===== src/rtl/tctx_pkg.sv =====
package tctx_pkg;

  // Field codes shared by the write and read ports.
  typedef enum logic [1:0] {
    FLD_PC      = 2'd0,
    FLD_NPC     = 2'd1,
    FLD_NNPC    = 2'd2,
    FLD_RESTART = 2'd3
  } tctx_fld_e;

  // Byte distance between consecutive sequential instruction addresses.
  localparam int unsigned INSN_BYTES = 4;

endpackage


===== src/rtl/tctx_arbiter.sv =====
// Per-context acceptance logic: decides which requests take effect this edge.
module tctx_arbiter #(
  parameter int NUM_CTX = 4
) (
  input  logic [NUM_CTX-1:0] halt_req,
  input  logic [NUM_CTX-1:0] resume_req,
  input  logic [NUM_CTX-1:0] active,
  output logic [NUM_CTX-1:0] take_halt,
  output logic [NUM_CTX-1:0] take_resume
);

  for (genvar g = 0; g < NUM_CTX; g++) begin : g_ctx
    always_comb begin
      // Halt acts only on a running context.
      take_halt[g]   = halt_req[g] & active[g];
      // Resume acts only on a stopped context, and loses to a halt request.
      take_resume[g] = resume_req[g] & ~halt_req[g] & ~active[g];
    end
  end

endmodule


===== src/rtl/tctx_slot.sv =====
// State of one thread context: active flag plus four address fields.
module tctx_slot
  import tctx_pkg::*;
#(
  parameter int PC_W = 32
) (
  input  logic            clk,
  input  logic            rst,
  input  logic            take_halt,
  input  logic            take_resume,
  input  logic            wr_hit,
  input  logic [1:0]      wr_sel,
  input  logic [PC_W-1:0] wr_data,
  output logic            active,
  output logic [PC_W-1:0] pc_q,
  output logic [PC_W-1:0] npc_q,
  output logic [PC_W-1:0] nnpc_q,
  output logic [PC_W-1:0] restart_q
);

  localparam logic [PC_W-1:0] STEP1 = PC_W'(INSN_BYTES);
  localparam logic [PC_W-1:0] STEP2 = PC_W'(2 * INSN_BYTES);

  logic [PC_W-1:0] seq_npc;
  logic [PC_W-1:0] seq_nnpc;

  always_comb begin
    seq_npc  = restart_q + STEP1;
    seq_nnpc = restart_q + STEP2;
  end

  always_ff @(posedge clk) begin
    if (rst) begin
      active    <= 1'b0;
      pc_q      <= '0;
      npc_q     <= '0;
      nnpc_q    <= '0;
      restart_q <= '0;
    end else if (take_halt) begin
      active    <= 1'b0;
      restart_q <= npc_q;
    end else if (take_resume) begin
      active    <= 1'b1;
      pc_q      <= restart_q;
      npc_q     <= seq_npc;
      nnpc_q    <= seq_nnpc;
    end else if (wr_hit) begin
      unique case (tctx_fld_e'(wr_sel))
        FLD_PC:      pc_q      <= wr_data;
        FLD_NPC:     npc_q     <= wr_data;
        FLD_NNPC:    nnpc_q    <= wr_data;
        FLD_RESTART: restart_q <= wr_data;
        default:     pc_q      <= pc_q;
      endcase
    end
  end

endmodule


===== src/rtl/tctx_read_port.sv =====
// Registered field read across all contexts.
module tctx_read_port
  import tctx_pkg::*;
#(
  parameter int NUM_CTX = 4,
  parameter int PC_W    = 32,
  parameter int IDX_W   = 2
) (
  input  logic            clk,
  input  logic            rst,
  input  logic [IDX_W-1:0] rd_ctx,
  input  logic [1:0]      rd_sel,
  input  logic [PC_W-1:0] pc_a      [NUM_CTX],
  input  logic [PC_W-1:0] npc_a     [NUM_CTX],
  input  logic [PC_W-1:0] nnpc_a    [NUM_CTX],
  input  logic [PC_W-1:0] restart_a [NUM_CTX],
  output logic [PC_W-1:0] rd_data
);

  logic [PC_W-1:0] sel_val;

  always_comb begin
    sel_val = '0;
    for (int k = 0; k < NUM_CTX; k++) begin
      if (rd_ctx == IDX_W'(k)) begin
        unique case (tctx_fld_e'(rd_sel))
          FLD_PC:      sel_val = pc_a[k];
          FLD_NPC:     sel_val = npc_a[k];
          FLD_NNPC:    sel_val = nnpc_a[k];
          FLD_RESTART: sel_val = restart_a[k];
          default:     sel_val = '0;
        endcase
      end
    end
  end

  always_ff @(posedge clk) begin
    if (rst) rd_data <= '0;
    else     rd_data <= sel_val;
  end

endmodule


===== src/rtl/tctx_halt_ctrl.sv =====
// Top: halt/resume controller for NUM_CTX hardware thread contexts.
module tctx_halt_ctrl #(
  parameter int NUM_CTX = 4,
  parameter int PC_W    = 32,
  localparam int IDX_W  = (NUM_CTX > 1) ? $clog2(NUM_CTX) : 1
) (
  input  logic               clk,
  input  logic               rst,
  input  logic [NUM_CTX-1:0] halt_req,
  input  logic [NUM_CTX-1:0] resume_req,
  input  logic               wr_en,
  input  logic [IDX_W-1:0]   wr_ctx,
  input  logic [1:0]         wr_sel,
  input  logic [PC_W-1:0]    wr_data,
  input  logic [IDX_W-1:0]   rd_ctx,
  input  logic [1:0]         rd_sel,
  output logic [PC_W-1:0]    rd_data,
  output logic [NUM_CTX-1:0] active_o,
  output logic [NUM_CTX-1:0] halt_done_o,
  output logic [NUM_CTX-1:0] resume_done_o
);

  logic [NUM_CTX-1:0] take_halt;
  logic [NUM_CTX-1:0] take_resume;
  logic [NUM_CTX-1:0] wr_hit;
  logic [PC_W-1:0]    pc_a      [NUM_CTX];
  logic [PC_W-1:0]    npc_a     [NUM_CTX];
  logic [PC_W-1:0]    nnpc_a    [NUM_CTX];
  logic [PC_W-1:0]    restart_a [NUM_CTX];

  tctx_arbiter #(.NUM_CTX(NUM_CTX)) u_arb (
    .halt_req    (halt_req),
    .resume_req  (resume_req),
    .active      (active_o),
    .take_halt   (take_halt),
    .take_resume (take_resume)
  );

  for (genvar g = 0; g < NUM_CTX; g++) begin : g_slot
    always_comb wr_hit[g] = wr_en && (wr_ctx == IDX_W'(g));

    tctx_slot #(.PC_W(PC_W)) u_slot (
      .clk         (clk),
      .rst         (rst),
      .take_halt   (take_halt[g]),
      .take_resume (take_resume[g]),
      .wr_hit      (wr_hit[g]),
      .wr_sel      (wr_sel),
      .wr_data     (wr_data),
      .active      (active_o[g]),
      .pc_q        (pc_a[g]),
      .npc_q       (npc_a[g]),
      .nnpc_q      (nnpc_a[g]),
      .restart_q   (restart_a[g])
    );
  end

  tctx_read_port #(.NUM_CTX(NUM_CTX), .PC_W(PC_W), .IDX_W(IDX_W)) u_rd (
    .clk       (clk),
    .rst       (rst),
    .rd_ctx    (rd_ctx),
    .rd_sel    (rd_sel),
    .pc_a      (pc_a),
    .npc_a     (npc_a),
    .nnpc_a    (nnpc_a),
    .restart_a (restart_a),
    .rd_data   (rd_data)
  );

  always_ff @(posedge clk) begin
    if (rst) begin
      halt_done_o   <= '0;
      resume_done_o <= '0;
    end else begin
      halt_done_o   <= take_halt;
      resume_done_o <= take_resume;
    end
  end

endmodule


===== config.mk =====
export PLATFORM = sky130hd
export DESIGN_NAME = tctx_halt_ctrl
export DESIGN_NICKNAME = d
export VERILOG_FILES = /design/src/rtl/tctx_pkg.sv /design/src/rtl/tctx_arbiter.sv /design/src/rtl/tctx_slot.sv /design/src/rtl/tctx_read_port.sv /design/src/rtl/tctx_halt_ctrl.sv
export SDC_FILE = /design/constraint.sdc
export NUM_CORES = 2
export LEC_CHECK = 0
export ABC_AREA = 1
export BUFFER_PORTS_ARGS = -buffer_cell sky130_fd_sc_hd__buf_2
export CAP_MARGIN = 25
export CORE_MARGIN = 2
export CORE_UTILIZATION = 55
export CTS_BUF_LIST = sky130_fd_sc_hd__clkbuf_8
export DETAILED_ROUTE_END_ITERATION = 10
export GPL_ROUTABILITY_DRIVEN = 0
export PLACE_DENSITY = 0.85
export SLEW_MARGIN = 40
export SYNTH_ARGS = -nofsm -noshare
export SYNTH_HDL_FRONTEND = slang
export SYNTH_SLANG_ARGS = --single-unit

===== constraint.sdc =====
create_clock -name clk -period 1.57 [get_ports clk]
set_input_delay 0.314 -clock clk [delete_from_list [all_inputs] [get_ports clk]]
set_output_delay 0.314 -clock clk [all_outputs]
set_load 0.01 [all_outputs]

==> run summary, run 1 <==
Status = stopped before the end
Failed at = global routing
Run Error = [ERROR GRT-0232] Routing congestion too high. Check the congestion heatmap in the GUI.
Dpl cell area = 0.0384 mm2
Number of synthesized flops with an enable pin = 0
CTS root buffer = clkbuf_8
Synth area leaders = dfxtp_1, nand2_1, o21ai_0
Die Wd = 247 um
Num CTS Buffers = 97
Mean Syn Cell Area = 6.13 um2
Mapped Area = 0.0324 mm2
GRT overflow = 761
Largest net degree at the start of global routing = 90
Yosys top cell area share = 34.3%
Number of synthesized register bits = 556
Ys async rst share = 0%
H-tree depth = 3
Maximum clock path buffer count = 3
Die height = 247 um
Seq/Total Area, Yosys = 34.3%
Cell taking the most area after synthesis = dfxtp_1
Initial Util = 55.9%
Buffers on Ports = 94
Worst_ep grt = g_slot[1].u_slot.nnpc_q[8]$_SDFFE_PP0P_/D
Syn_nets = 5347
Site row count = 88
Clock sink total = 556
DP HPWL = 112000 um
Worst_ep kind = sequential cell input
Synth warn = 0
Synth cell types = 41
Top FF cell, synth = dfxtp_1
Mapped Cells = 5288
I/O Pins = 95
Total track usage = 87.7%
[cell usage after synthesis, types with 21 or more instances]
cell type  number
nor2_2         21
a31oi_1       103
inv_1         490
nor2_1        787
nand3_1       253
a21oi_1       370
nand2_1      1241
o211ai_1       57
o21ai_0       793
o21a_1         30
buf_2         125
o21ai_1        46
dfxtp_1       556
inv_2          24
clkbuf_1      142
nand4_1        65
buf_4          22
[kinds of logic after synthesis]
kind of cell / count (synthesis) / share of synthesized area (%)
AO/OA/AOI/OAI: 1456 / 24.2
XOR/XNOR: 8 / 0.216
adder cells (fa/ha/maj): 8 / 0.309
buffers and inverters: 830 / 10.4
flip-flops: 556 / 34.3
AND/OR/NAND/NOR: 2430 / 30.5
[layer usage]
| metal | track usage [%] | GRT overflow |
|---|---|---|
| met5 | 74.6 | 12 |
| met4 | 88.9 | 251 |
| met3 | 82.8 | 86 |
| met2 | 95.7 | 332 |
| met1 | 84.9 | 80 |
[timing repair]
item,in CTS
buffers inserted,42
pin swaps,56
resized for setup,315
setup endpoints to repair,281
gates cloned,13
hold endpoints to repair,7
hold buffers,9
[per-stage QoR]
stage / setup TNS (ns) / std cells / setup WS (ns) / util, % / hold WS [ns]
CTS: -3.56 / 6723 / -0.154 / 72.7 / 0.0244
detailed placement: -101.41 / 6486 / -0.960 / 66.2 / 0.447
floorplan: 0 / 5288 / 0.00806 / - / 0.393
global placement: -81.21 / 6486 / -0.973 / 66.2 / 0.439
==> run 2, diff against run 1 <==
--- a/config.mk
+++ b/config.mk
@@ -9,11 +9,10 @@
 export BUFFER_PORTS_ARGS = -buffer_cell sky130_fd_sc_hd__buf_2
 export CAP_MARGIN = 25
 export CORE_MARGIN = 2
-export CORE_UTILIZATION = 55
-export CTS_BUF_LIST = sky130_fd_sc_hd__clkbuf_8
+export CORE_UTILIZATION = 40
 export DETAILED_ROUTE_END_ITERATION = 10
 export GPL_ROUTABILITY_DRIVEN = 0
-export PLACE_DENSITY = 0.85
+export PLACE_DENSITY_LB_ADDON = 0.15
 export SLEW_MARGIN = 40
 export SYNTH_ARGS = -nofsm -noshare
 export SYNTH_HDL_FRONTEND = slang
==> constraint.sdc (replaced) <==
create_clock -name clk -period 2 [get_ports clk]
set_input_delay 0.4 -clock clk [delete_from_list [all_inputs] [get_ports clk]]
set_output_delay 0.4 -clock clk [all_outputs]
set_load 0.01 [all_outputs]
==> run 2 against run 1 <==
The flow now finishes without violations. Synthesized area stayed put. Synthesized cell count stayed put.
==> run summary, run 2 <==
Die area = 0.0833 mm2
Clk slew on worst S/H paths = 0.06 ns
Top post-synthesis cells by count = nand2_1, o21ai_0, nor2_1, dfxtp_1, inv_1
GRT overflow = 0
Yosys top cell area share = 34.3%
Number of synthesized flops with an enable pin = 0
Pleak = 16.5 nW
DR vias/cell = 5.79
Mean Syn Cell Area = 6.13 um2
VDD IR max = 0.564 mV
Area Growth Syn to Fin = 21.5%
Final ANT Viol Nets = 0
Worst hold slack = 0.0534 ns
Die height = 289 um
Setup TNS = 0 ns
Clock insertion delay at the later pin of the skew report = 0.65 ns
Power per cell area = 793 mW/mm2
First-pass iteration count of the detailed router = 7
Mapped Area = 0.0324 mm2
Clock sink total = 556
Synth cell types = 41
Num CTS Buffers = 69
Critical setup path kind = reg -> reg
Fin. max-slew vios = 0
Total Power = 31.3 mW
Status = finished, final reports clean
Measured slew at the worst slew-check pin = 0.828 ns
Die Wd = 289 um
Max-slew headroom = 44.5%
Critical path arrival = 2.46 ns
Initial antenna violation count = 16
Fillers = 8387
Skew final = 0.0385 ns
Setup ws final = 0.0458 ns
Initial Util = 40.3%
CP Capture Type = flip-flop
Most numerous cell in the Yosys netlist = nand2_1
Fin. Hold Viols = 0
Final core occ = 49.0%
Max frequency = 512 MHz
Pre-CTS WS = -0.242 ns
Top FF cell, synth = dfxtp_1
Element type at the critical path start = flip-flop
CTS root buffer = clkbuf_16
Core Box Area = 0.0804 mm2
Post-route minimum period = 1.95 ns
Site row count = 104
Vias = 38700
WL per Instance = 24.6 um
# DRC = 0
Area of the multi-input gates = 0.0180 mm2
Worst Hold Class = in -> reg
Ys async rst share = 0%
Register Area = 0.0111 mm2
Final setup viols = 0
Total track usage = 38.6%
Layout cells sized above 1 = 13.2%
First-pass GRT wire length = 237000 um
Most frequent cells in the layout = nand2_1, o21ai_0, nor2_1
# nets final = 5621
Iteration-0 DRC Markers = 5445
CTS tree = yes
Mapped Cells = 5288
Synth warn = 0
Syn_nets = 5347
Placed cells = 6546
Final cell count without fillers = 6684
Maximum clock path buffer count = 3
Post-route cell area = 0.0394 mm2
Critical Path RT = 2.51 ns
WL final = 164000 um
Commonest non-fill, non-tap cell in the layout = nand2_1
Number of synthesized register bits = 556
Largest net degree at the start of global routing = 95
Seq/Total Area, Yosys = 34.3%
Vias in the first global route = 34800
DP HPWL = 119000 um
H-tree depth = 3
Cell taking the most area after synthesis = dfxtp_1
RSZ-0062 raised after global routing = false
Crit share post-route = 97.7%
Crit path max fanout = 17
Synth area leaders = dfxtp_1, nand2_1, o21ai_0
Dpl cell area = 0.0368 mm2
I/O Pins = 95
Max-cap violations = 0
Buffers on Ports = 94
## run 2: cell counts after synthesis
No cell type changed its count.
## run 2: final timing paths
check / start / end / slack, ns / cells past startpoint
worst max-delay path: g_slot[3].u_slot.active / g_slot[3].u_slot.npc_q[27] / 0.05 / 9
worst min-delay path: resume_req[2] / g_slot[2].u_slot.active / 0.05 / 3
worst max register to register: g_slot[3].u_slot.active / g_slot[3].u_slot.npc_q[27] / 0.05 / 9
worst min register to register: g_slot[0].u_slot.pc_q[29] / g_slot[0].u_slot.pc_q[29] / 0.45 / 2
## run 2: area by class of cell
class / count / area share [%]
Sequential cell: 556 / 28.3
Clock inverter: 29 / 0.950
Clock buffer: 97 / 5.19
Inverter: 514 / 4.94
Multi-Input combinational cell: 3902 / 45.7
Timing Repair Buffer: 519 / 11.6
Tap cell: 1060 / 3.37
Antenna cell: 7 / 0.0445
## run 2: repair_timing
action	CTS	global route
hold endpoints to repair	4	0
gates resized for setup	0	20
buffers inserted	0	1
hold buffers	4	0
setup endpoints to repair	0	71
## run 2: kinds of logic after synthesis
| logic type | count (synthesis) | share of synthesized area (%) |
|---|---|---|
| simple gates | 2430 | 30.5 |
| compound gates | 1456 | 24.2 |
| buf+inv | 830 | 10.4 |
| flops | 556 | 34.3 |
| xor+xnor | 8 | 0.216 |
| fa+ha+maj | 8 | 0.309 |
## run 2: per-layer routing
metal	routed length [um]	vias up	global-route usage, %
met5	97	-	0
met4	11400	16	23.3
met3	22700	448	12.3
met2	65100	2527	54.2
met1	65100	17800	51.3
li1	-	17900	-
## run 2: worst max-delay path, stage by stage, from the launching register on
cell and delay, ns:
dfxtp_1 0.33, nand2_1 0.21, inv_2 0.07, nor2_2 0.27, nand2_2 0.19, nand2_4 0.12, buf_4 0.28, o21ai_0 0.16
nor2_1 0.13, nor2_1 0.05
## run 2: power breakdown
| part | total [mW] | internal (mW) | switching (mW) | leakage [nW] |
|---|---|---|---|---|
| clock | 13.7 | 8.19 | 5.49 | 1.20 |
| sequential | 12.3 | 11.8 | 0.557 | 4.55 |
| combinational | 5.25 | 1.68 | 3.57 | 10.7 |
| total | 31.3 | 21.6 | 9.62 | 16.5 |
Power figures use the tool's default switching activity.
